[config.mk]
export PLATFORM = sky130hd
export DESIGN_NAME = tw_window_detector
export DESIGN_NICKNAME = d
export VERILOG_FILES = /design/src/rtl/tw_pkg.sv /design/src/rtl/tw_marker_qual.sv /design/src/rtl/tw_start_classifier.sv /design/src/rtl/tw_window_fsm.sv /design/src/rtl/tw_tail_tracker.sv /design/src/rtl/tw_window_detector.sv
export SDC_FILE = /design/constraint.sdc
export NUM_CORES = 1
export LEC_CHECK = 0
export ABC_AREA = 1
export CORE_MARGIN = 1
export CORE_UTILIZATION = 46
export CTS_CLUSTER_DIAMETER = 150
export DETAILED_ROUTE_END_ITERATION = 6
export PLACE_DENSITY = 0.75
export SLEW_MARGIN = 20
export SYNTH_ARGS = -nofsm -noshare
export SYNTH_HDL_FRONTEND = slang
export SYNTH_HIERARCHICAL = 1
export SYNTH_SLANG_ARGS = --single-unit
[constraint.sdc]
create_clock -name clk -period 1.38 [get_ports clk]
set_input_delay 0.345 -clock clk [delete_from_list [all_inputs] [get_ports clk]]
set_output_delay 0.345 -clock clk [all_outputs]
set_load 0.01 [all_outputs]
[src/rtl/tw_pkg.sv]
package tw_pkg;

  typedef enum logic [1:0] {
    KIND_UNKNOWN  = 2'b00,
    KIND_SEQ      = 2'b01,
    KIND_DIRECT   = 2'b10,
    KIND_INDIRECT = 2'b11
  } start_kind_e;

  typedef enum logic [1:0] {
    WST_IDLE  = 2'b00,
    WST_ARMED = 2'b01,
    WST_RUN   = 2'b10
  } win_state_e;

endpackage

[src/rtl/tw_marker_qual.sv]
module tw_marker_qual #(
  parameter int                 CODE_W     = 3,
  parameter logic [CODE_W-1:0]  MARK_CODE  = 3'b011,
  parameter logic [CODE_W-1:0]  QUAL_LIMIT = 3'b010
) (
  input  logic              clk,
  input  logic              rst,
  input  logic [CODE_W-1:0] code,
  output logic              mark
);

  localparam logic [CODE_W-1:0] PREV_RESET = '0;

  logic [CODE_W-1:0] prev_q;

  // previous-code register, cleared by reset
  always_ff @(posedge clk) begin
    if (rst) begin
      prev_q <= PREV_RESET;
    end else begin
      prev_q <= code;
    end
  end

  logic is_mark_code;
  logic pred_ok;

  always_comb begin
    is_mark_code = (code == MARK_CODE);
    pred_ok      = (prev_q <= QUAL_LIMIT);
    mark         = is_mark_code && pred_ok;
  end

endmodule

[src/rtl/tw_start_classifier.sv]
module tw_start_classifier
  import tw_pkg::*;
#(
  parameter int                CODE_W   = 3,
  parameter logic [CODE_W-1:0] SEQ_CODE = 3'b001,
  parameter logic [CODE_W-1:0] DIR_CODE = 3'b110,
  parameter logic [CODE_W-1:0] IND_CODE = 3'b101
) (
  input  logic [CODE_W-1:0] code,
  output start_kind_e       kind
);

  always_comb begin
    if (code == SEQ_CODE) begin
      kind = KIND_SEQ;
    end else if (code == DIR_CODE) begin
      kind = KIND_DIRECT;
    end else if (code == IND_CODE) begin
      kind = KIND_INDIRECT;
    end else begin
      kind = KIND_UNKNOWN;
    end
  end

endmodule

[src/rtl/tw_window_fsm.sv]
module tw_window_fsm
  import tw_pkg::*;
(
  input  logic        clk,
  input  logic        rst,
  input  logic        mark,
  input  start_kind_e cls_kind,
  output logic        active,
  output logic        open_evt,
  output logic        close_evt,
  output start_kind_e kind_q,
  output logic        start_pulse_q,
  output logic        close_pulse_q
);

  win_state_e  state_q;
  win_state_e  state_d;
  start_kind_e kind_d;
  logic        classify;

  always_comb begin
    active    = (state_q != WST_IDLE);
    open_evt  = (state_q == WST_IDLE) && mark;
    close_evt = active && mark;
    classify  = (state_q == WST_ARMED) && !mark && (cls_kind != KIND_UNKNOWN);
  end

  always_comb begin
    state_d = state_q;
    kind_d  = kind_q;
    unique case (state_q)
      WST_IDLE: begin
        if (mark) begin
          state_d = WST_ARMED;
          kind_d  = KIND_UNKNOWN;
        end
      end
      WST_ARMED: begin
        if (mark) begin
          state_d = WST_IDLE;
        end else if (classify) begin
          state_d = WST_RUN;
          kind_d  = cls_kind;
        end
      end
      WST_RUN: begin
        if (mark) begin
          state_d = WST_IDLE;
        end
      end
      default: begin
        state_d = WST_IDLE;
      end
    endcase
  end

  always_ff @(posedge clk) begin
    if (rst) begin
      state_q       <= WST_IDLE;
      kind_q        <= KIND_UNKNOWN;
      start_pulse_q <= 1'b0;
      close_pulse_q <= 1'b0;
    end else begin
      state_q       <= state_d;
      kind_q        <= kind_d;
      start_pulse_q <= classify;
      close_pulse_q <= close_evt;
    end
  end

endmodule

[src/rtl/tw_tail_tracker.sv]
module tw_tail_tracker #(
  parameter int                CODE_W     = 3,
  parameter logic [CODE_W-1:0] NONE_CODE  = 3'b000,
  parameter int                TAIL_DEPTH = 2,
  localparam int               TAIL_W     = $clog2(TAIL_DEPTH + 1)
) (
  input  logic              clk,
  input  logic              rst,
  input  logic              clear,
  input  logic              capture,
  input  logic              latch,
  input  logic [CODE_W-1:0] code,
  output logic [TAIL_W-1:0] tail_q
);

  localparam logic [TAIL_W-1:0] SAT_VAL = TAIL_W'(TAIL_DEPTH);

  logic [TAIL_W-1:0] cnt_q;
  logic              is_inst;
  logic              bump;

  always_comb begin
    is_inst = (code != NONE_CODE);
    bump    = capture && is_inst && (cnt_q != SAT_VAL);
  end

  // saturating count of instruction reports in the current window
  always_ff @(posedge clk) begin
    if (rst || clear) begin
      cnt_q <= '0;
    end else if (bump) begin
      cnt_q <= cnt_q + TAIL_W'(1);
    end
  end

  always_ff @(posedge clk) begin
    if (rst) begin
      tail_q <= '0;
    end else if (latch) begin
      tail_q <= cnt_q;
    end
  end

endmodule

[src/rtl/tw_window_detector.sv]
module tw_window_detector
  import tw_pkg::*;
#(
  parameter int                CODE_W     = 3,
  parameter logic [CODE_W-1:0] MARK_CODE  = 3'b011,
  parameter logic [CODE_W-1:0] QUAL_LIMIT = 3'b010,
  parameter logic [CODE_W-1:0] SEQ_CODE   = 3'b001,
  parameter logic [CODE_W-1:0] DIR_CODE   = 3'b110,
  parameter logic [CODE_W-1:0] IND_CODE   = 3'b101,
  parameter logic [CODE_W-1:0] NONE_CODE  = 3'b000,
  parameter int                TAIL_DEPTH = 2,
  localparam int               TAIL_W     = $clog2(TAIL_DEPTH + 1)
) (
  input  logic              clk,
  input  logic              rst,
  input  logic [CODE_W-1:0] stat_code,
  output logic              win_active,
  output logic              cap_en,
  output logic              mark_seen,
  output logic [1:0]        start_kind,
  output logic              start_valid,
  output logic              win_close,
  output logic [TAIL_W-1:0] tail_drop
);

  logic        mark_w;
  start_kind_e cls_kind_w;
  logic        active_w;
  logic        open_w;
  logic        close_w;
  start_kind_e kind_w;
  logic        start_pulse_w;
  logic        close_pulse_w;
  logic        capture_w;

  tw_marker_qual #(
    .CODE_W     (CODE_W),
    .MARK_CODE  (MARK_CODE),
    .QUAL_LIMIT (QUAL_LIMIT)
  ) u_qual (
    .clk  (clk),
    .rst  (rst),
    .code (stat_code),
    .mark (mark_w)
  );

  tw_start_classifier #(
    .CODE_W   (CODE_W),
    .SEQ_CODE (SEQ_CODE),
    .DIR_CODE (DIR_CODE),
    .IND_CODE (IND_CODE)
  ) u_cls (
    .code (stat_code),
    .kind (cls_kind_w)
  );

  tw_window_fsm u_fsm (
    .clk           (clk),
    .rst           (rst),
    .mark          (mark_w),
    .cls_kind      (cls_kind_w),
    .active        (active_w),
    .open_evt      (open_w),
    .close_evt     (close_w),
    .kind_q        (kind_w),
    .start_pulse_q (start_pulse_w),
    .close_pulse_q (close_pulse_w)
  );

  // capture stops in the very cycle of the closing marker
  assign capture_w = active_w && !mark_w;

  tw_tail_tracker #(
    .CODE_W     (CODE_W),
    .NONE_CODE  (NONE_CODE),
    .TAIL_DEPTH (TAIL_DEPTH)
  ) u_tail (
    .clk     (clk),
    .rst     (rst),
    .clear   (open_w),
    .capture (capture_w),
    .latch   (close_w),
    .code    (stat_code),
    .tail_q  (tail_drop)
  );

  assign win_active  = active_w;
  assign cap_en      = capture_w;
  assign mark_seen   = mark_w;
  assign start_kind  = kind_w;
  assign start_valid = start_pulse_w;
  assign win_close   = close_pulse_w;

endmodule

After elaboration in Yosys (flattened, before gate mapping)
Cells that the tools add are included.
{"block": "totals", "mem_bits_ro": 0, "mem_bits_rw": 0, "out_inout_bits": 9, "latchBits": 0, "register_bits": 13, "mem_count": 0}
{"block": "classes", "n_bitwise": 0, "shift": 0, "n_eq_ne": 12, "addsub": 1, "mux": 11, "n_reduce_logical": 17, "div": 0, "magnitude_cmp": 1, "n_mul": 0}
{"cell": "$mux 2", "n": 9}
{"cell": "$logic_and 1x1->1", "n": 8}
{"cell": "$eq 3x3->1 const B", "n": 2}
{"cell": "$ne 2x1->1 const B", "n": 3}
{"cell": "$pmux 2 s3", "n": 1}
{"cell": "$reduce_bool 2->1", "n": 3}
{"cell": "$ne 2x2->1 const B", "n": 2}
{"cell": "$pmux 2 s2", "n": 1}
{"cell": "$reduce_and 4->1", "n": 1}
{"cell": "$eq 3x1->1 const B", "n": 1}
{"cell": "$eq 3x2->1 const B", "n": 1}
{"cell": "$le 3x2->1 const B", "n": 1}
{"cell": "$ne 3x1->1 const B", "n": 1}
{"cell": "$reduce_and 3->1", "n": 1}
{"cell": "$reduce_bool 3->1", "n": 1}
{"cell": "$add 2x1->2 const B", "n": 1}
{"cell": "$eq 2x1->1 const B", "n": 1}
{"cell": "$eq 2x2->1 const B", "n": 1}
{"cell": "$logic_not 2->1", "n": 1}
{"cell": "$logic_not 1->1", "n": 1}
{"cell": "$logic_or 1x1->1", "n": 1}

Longest topological paths before layout
{"block": "depth", "depth_word": 9, "ltp_mapped": 10}

By module
Netlist, hierarchy kept.
{"mod": "tw_window_fsm", "cells_per_inst": 38, "area_per_inst_um2": 271.5, "n_inst": 1}
{"mod": "tw_tail_tracker", "cells_per_inst": 24, "area_per_inst_um2": 181.4, "n_inst": 1}
{"mod": "tw_marker_qual", "cells_per_inst": 16, "area_per_inst_um2": 111.4, "n_inst": 1}
{"mod": "tw_start_classifier", "cells_per_inst": 6, "area_per_inst_um2": 25.0, "n_inst": 1}
{"mod": "tw_window_detector", "cells_per_inst": 2, "area_per_inst_um2": 10.0, "n_inst": 1}

Worst setup path after synthesis
Ideal clock, no wire load.
{"block": "synth_path", "path_type": "input to register", "startpoint": "in stat_code[2]", "endpoint": "reg u_tail.tail_q[1]", "cell_stages": 7, "setup_time_ns": 0.114, "slack_ns": 0.035, "required_ns": 1.266, "arrival_ns": 1.231, "cell_sequence": "nor2_1 > nand2_1 > nor2_2 > inv_2 > nor2_1 > mux2i_1 > nor2_1"}
{"block": "synth_via", "elab_chain_len": 3}
{"element": "from (decl)", "line": "tw_window_detector.sv:16", "source": "input logic [CODE_W-1:0] stat_code,"}
{"element": "$eq 3x2->1", "line": "tw_marker_qual.sv:29", "source": "is_mark_code = (code == MARK_CODE);"}
{"element": "$logic_and 1x1->1", "line": "tw_marker_qual.sv:31", "source": "mark = is_mark_code && pred_ok;"}
{"element": "named net mark_seen", "line": "tw_window_detector.sv:19", "source": "output logic mark_seen,"}
{"element": "$logic_and 1x1->1", "line": "tw_window_fsm.sv:24", "source": "close_evt = active && mark;"}
{"element": "named net close_w", "line": "tw_window_detector.sv:30", "source": "logic close_w;"}
{"element": "to (signal assigned)", "line": "tw_tail_tracker.sv:40", "source": "tail_q <= cnt_q;"}
{"element": "to (decl)", "line": "tw_tail_tracker.sv:13", "source": "output logic [TAIL_W-1:0] tail_q"}
The timed path passes the listed nets, and every way through them passes these cells.
A chain may end at the register's enable or synchronous reset.

Worst setup path in the final report
{"block": "layout_path", "startpoint": "reg u_qual.prev_q[2]", "endpoint": "out cap_en"}
{"block": "layout_via", "elab_chain_len": 4}
{"element": "from (decl)", "line": "tw_marker_qual.sv:14", "source": "logic [CODE_W-1:0] prev_q;"}
{"element": "from (signal assigned)", "line": "tw_marker_qual.sv:21", "source": "prev_q <= code;"}
{"element": "$le 3x2->1", "line": "tw_marker_qual.sv:30", "source": "pred_ok = (prev_q <= QUAL_LIMIT);"}
{"element": "$logic_and 1x1->1", "line": "tw_marker_qual.sv:31"}
{"element": "$logic_not 1->1", "line": "tw_window_detector.sv:71", "source": "assign capture_w = active_w && !mark_w;"}
{"element": "$logic_and 1x1->1", "line": "tw_window_detector.sv:71"}
{"element": "to (decl)", "line": "tw_window_detector.sv:18", "source": "output logic cap_en,"}
Every way passes these cells.

==> results.yml <==
drt:
  drtIter0Drc: 12
  vias: 621
  first_pass_iters: 3
  postRouteAntennaNets: 0
  wl_per_cell_um: 11.0
  viasPerCell: 4.81
  wirelength_mm: 1.42
  drc: 0
clock_tree:
  cts_tree: "built"
  worstSkewPairLatency_ns: 0.27
  ctsLongestPathBuffers: 2
  clock-sinks: 13
  h-tree-depth: 1
  cts_root_buf: "clkbuf_4"
  holdBufCountCts: 0
  cts_made_buffers: 3
  clk_pin_slew_ns: 0.08
floorplanning:
  die_h_um: 38.1
  rows: 12
  die_area_sq_um: 1450
  io-pin-count: 14
  core_sq_um: 1160
  start_util_pct: 51.8
  die_w_um: 38.1
synthesis:
  synth_seq_cells: 13
  yosysUniqueCellTypes: 16
  synth-seq-area-share_pct: 43.4
  synth.area.top_cells: "dfxtp_1, inv_1, nor2_1, nand2_1, nand3_1"
  yosysTopAreaCell: "dfxtp_1"
  syn_area_per_cell_sq_um: 6.97
  yosys.area.top_type_share_pct: 43.4
  yosys_warnings: 6
  syn_area_sq_um: 599
  syn-num-nets: 92
  synth_cells: 86
status:
  status: "finished, violations left"
  violations: "setup timing"
timing:
  timing.fmax_mhz: 717
  drv_slew: 0
  finalHoldViolCount: 0
  worst_pin_slew_ns: 0.238
  fin_setup_tns_ns: -0.0154
  rsz0062_at_grt: "yes"
  finClkSkew_ns: 0.00544
  setup_viol: 1
  finalCriticalPeriod_ns: 1.40
  min_period_over_period_pct: 101
  relSlewSlack_pct: 84.1
  timing.final.ws_setup_ns: -0.0154
grt:
  grt_max_degree: 8
  grt_pass1_wl_mm: 2.30
  grt_overflow_total: 0
  antenna_found_initial: 0
  grt_use_total_pct: 23.7
  grt_pass1_vias: 568
critical_path:
  crit_required_ns: 1.03
  cp.arrival_ns: 1.05
  worstRegToRegCells: 11
  path_class: "reg2out"
  crit_fanout: 3
  start_kind: "register"
  endpoint_kind: "primary output"
layout:
  drive_gt1_share_pct: 33.0
  fin_area_sq_um: 876
  final_cell_mix: "inv_1, nor2_1, buf_4"
  area_growth_pct: 46.1
  final_common_cell: "inv_1"
  n_antenna_cell: 0
  nets: 122
placed_design:
  hpwlAfterDp_um: 953
  port_buffers: 13
  postPlaceCellArea_sq_um: 837
  gp_congestion: 0.764
power_and_ir_drop:
  p_leak_nw: 0.465
  ir_worst_vdd_mv: 0.593
  power_mw: 0.756
  power_density_nw_per_um2: 863
worst_hold_path:
  hold-path-cell-count: 4
  hold_class: "in2reg"
flow_run:
  drv_cap: 0
-- power by group --
part           leakage, nW  switching, mW  internal [mW]
clock               0.0150          0.116          0.112
combinational        0.343         0.0730         0.0594
sequential           0.107        0.00683          0.389
-- logic make-up (layout without fill, tap and decap cells) --
logic type | count (synthesis) | count (layout) | share of synthesized area, %
AOI/OAI and AO/OA | 7 | 7 | 6.26
muxes | 1 | 1 | 1.67
adders and majority gates | 1 | 1 | 2.09
DFF | 13 | 13 | 43.4
and+or+nand+nor | 43 | 43 | 33.4
buffers and inverters | 21 | 50 | 13.2
-- path summary, 6_finish.rpt --
path | from | end | slack (ns)
worst max-delay path | u_qual/prev_q[2] | cap_en | -0.02
worst min-delay path | stat_code[0] | u_qual/prev_q[0] | 0.40
worst max register to register | u_fsm/state_q[0] | u_tail/cnt_q[1] | 0.06
worst min register to register | u_tail/tail_q[0] | u_tail/tail_q[0] | 0.49
-- synthesized netlist by cell type --
| cell type | number |
|---|---|
| inv_1 | 19 |
| nor2_1 | 17 |
| dfxtp_1 | 13 |
| nand2_1 | 10 |
| nand3_1 | 7 |
| a21oi_1 | 6 |
| nor2_2 | 4 |
| inv_2 | 2 |
| a211oi_1 | 1 |
| ha_1 | 1 |
| mux2i_1 | 1 |
| nand2_2 | 1 |
| nand3_2 | 1 |
| nand4_1 | 1 |
| nor2_4 | 1 |
| nor3_1 | 1 |
-- layout make-up --
type	instances	area, sq um
Timing Repair Buffer	25	188
Inverter	21	81.3
Fill cell	96	280
Sequential cell	13	264
Multi-Input combinational cell	52	299
Tap cell	14	17.5
Clock buffer	4	26.3
-- metrics by stage --
step / worst slack (ns) / util [%] / hold WS [ns] / cells
after CTS: -0.0318 / 75.8 / 0.493 / 130
final: -0.0154 / 75.8 / 0.402 / 129
after global placement: -0.621 / 72.4 / 0.474 / 125
after floorplan: 0.0345 / - / 0.414 / 86
after detailed placement: -0.649 / 72.4 / 0.486 / 125
after global routing: -0.0838 / 75.8 / 0.414 / 129
-- state kept, by name, indices dropped and copies added (netlist names) --
signal,flops
u_fsm/kind_q,2
u_fsm/state_q,2
u_qual/prev_q,3
u_tail/cnt_q,2
u_tail/tail_q,2
u_fsm/start_pulse_q,1
u_fsm/close_pulse_q,1
-- worst max-delay path: stages, from the launching register on --
cell	delay, ns
dfxtp_2	0.32
nor2_2	0.07
nand2_1	0.06
nor2_2	0.14
nor2_2	0.05
buf_2	0.14
-- repair_timing --
action | 4_1_cts | 5_1_grt
cloned | 0 | 0
buffers inserted | 3 | 0
endpoints found under the setup margin | 19 | 9
resized for setup | 26 | 12
pin swaps | 6 | 3
-- metal layers --
metal	track usage (%)	part of all wire [%]	wire length [um]	vias up
li1	-	-	-	321
met1	23.8	42	597	283
met2	42.4	51	729	13
met3	10.5	4.2	60	4
met4	8.93	2.0	28	0
met5	0	0	0	-
No activity file was read; power rests on OpenSTA's default activity.
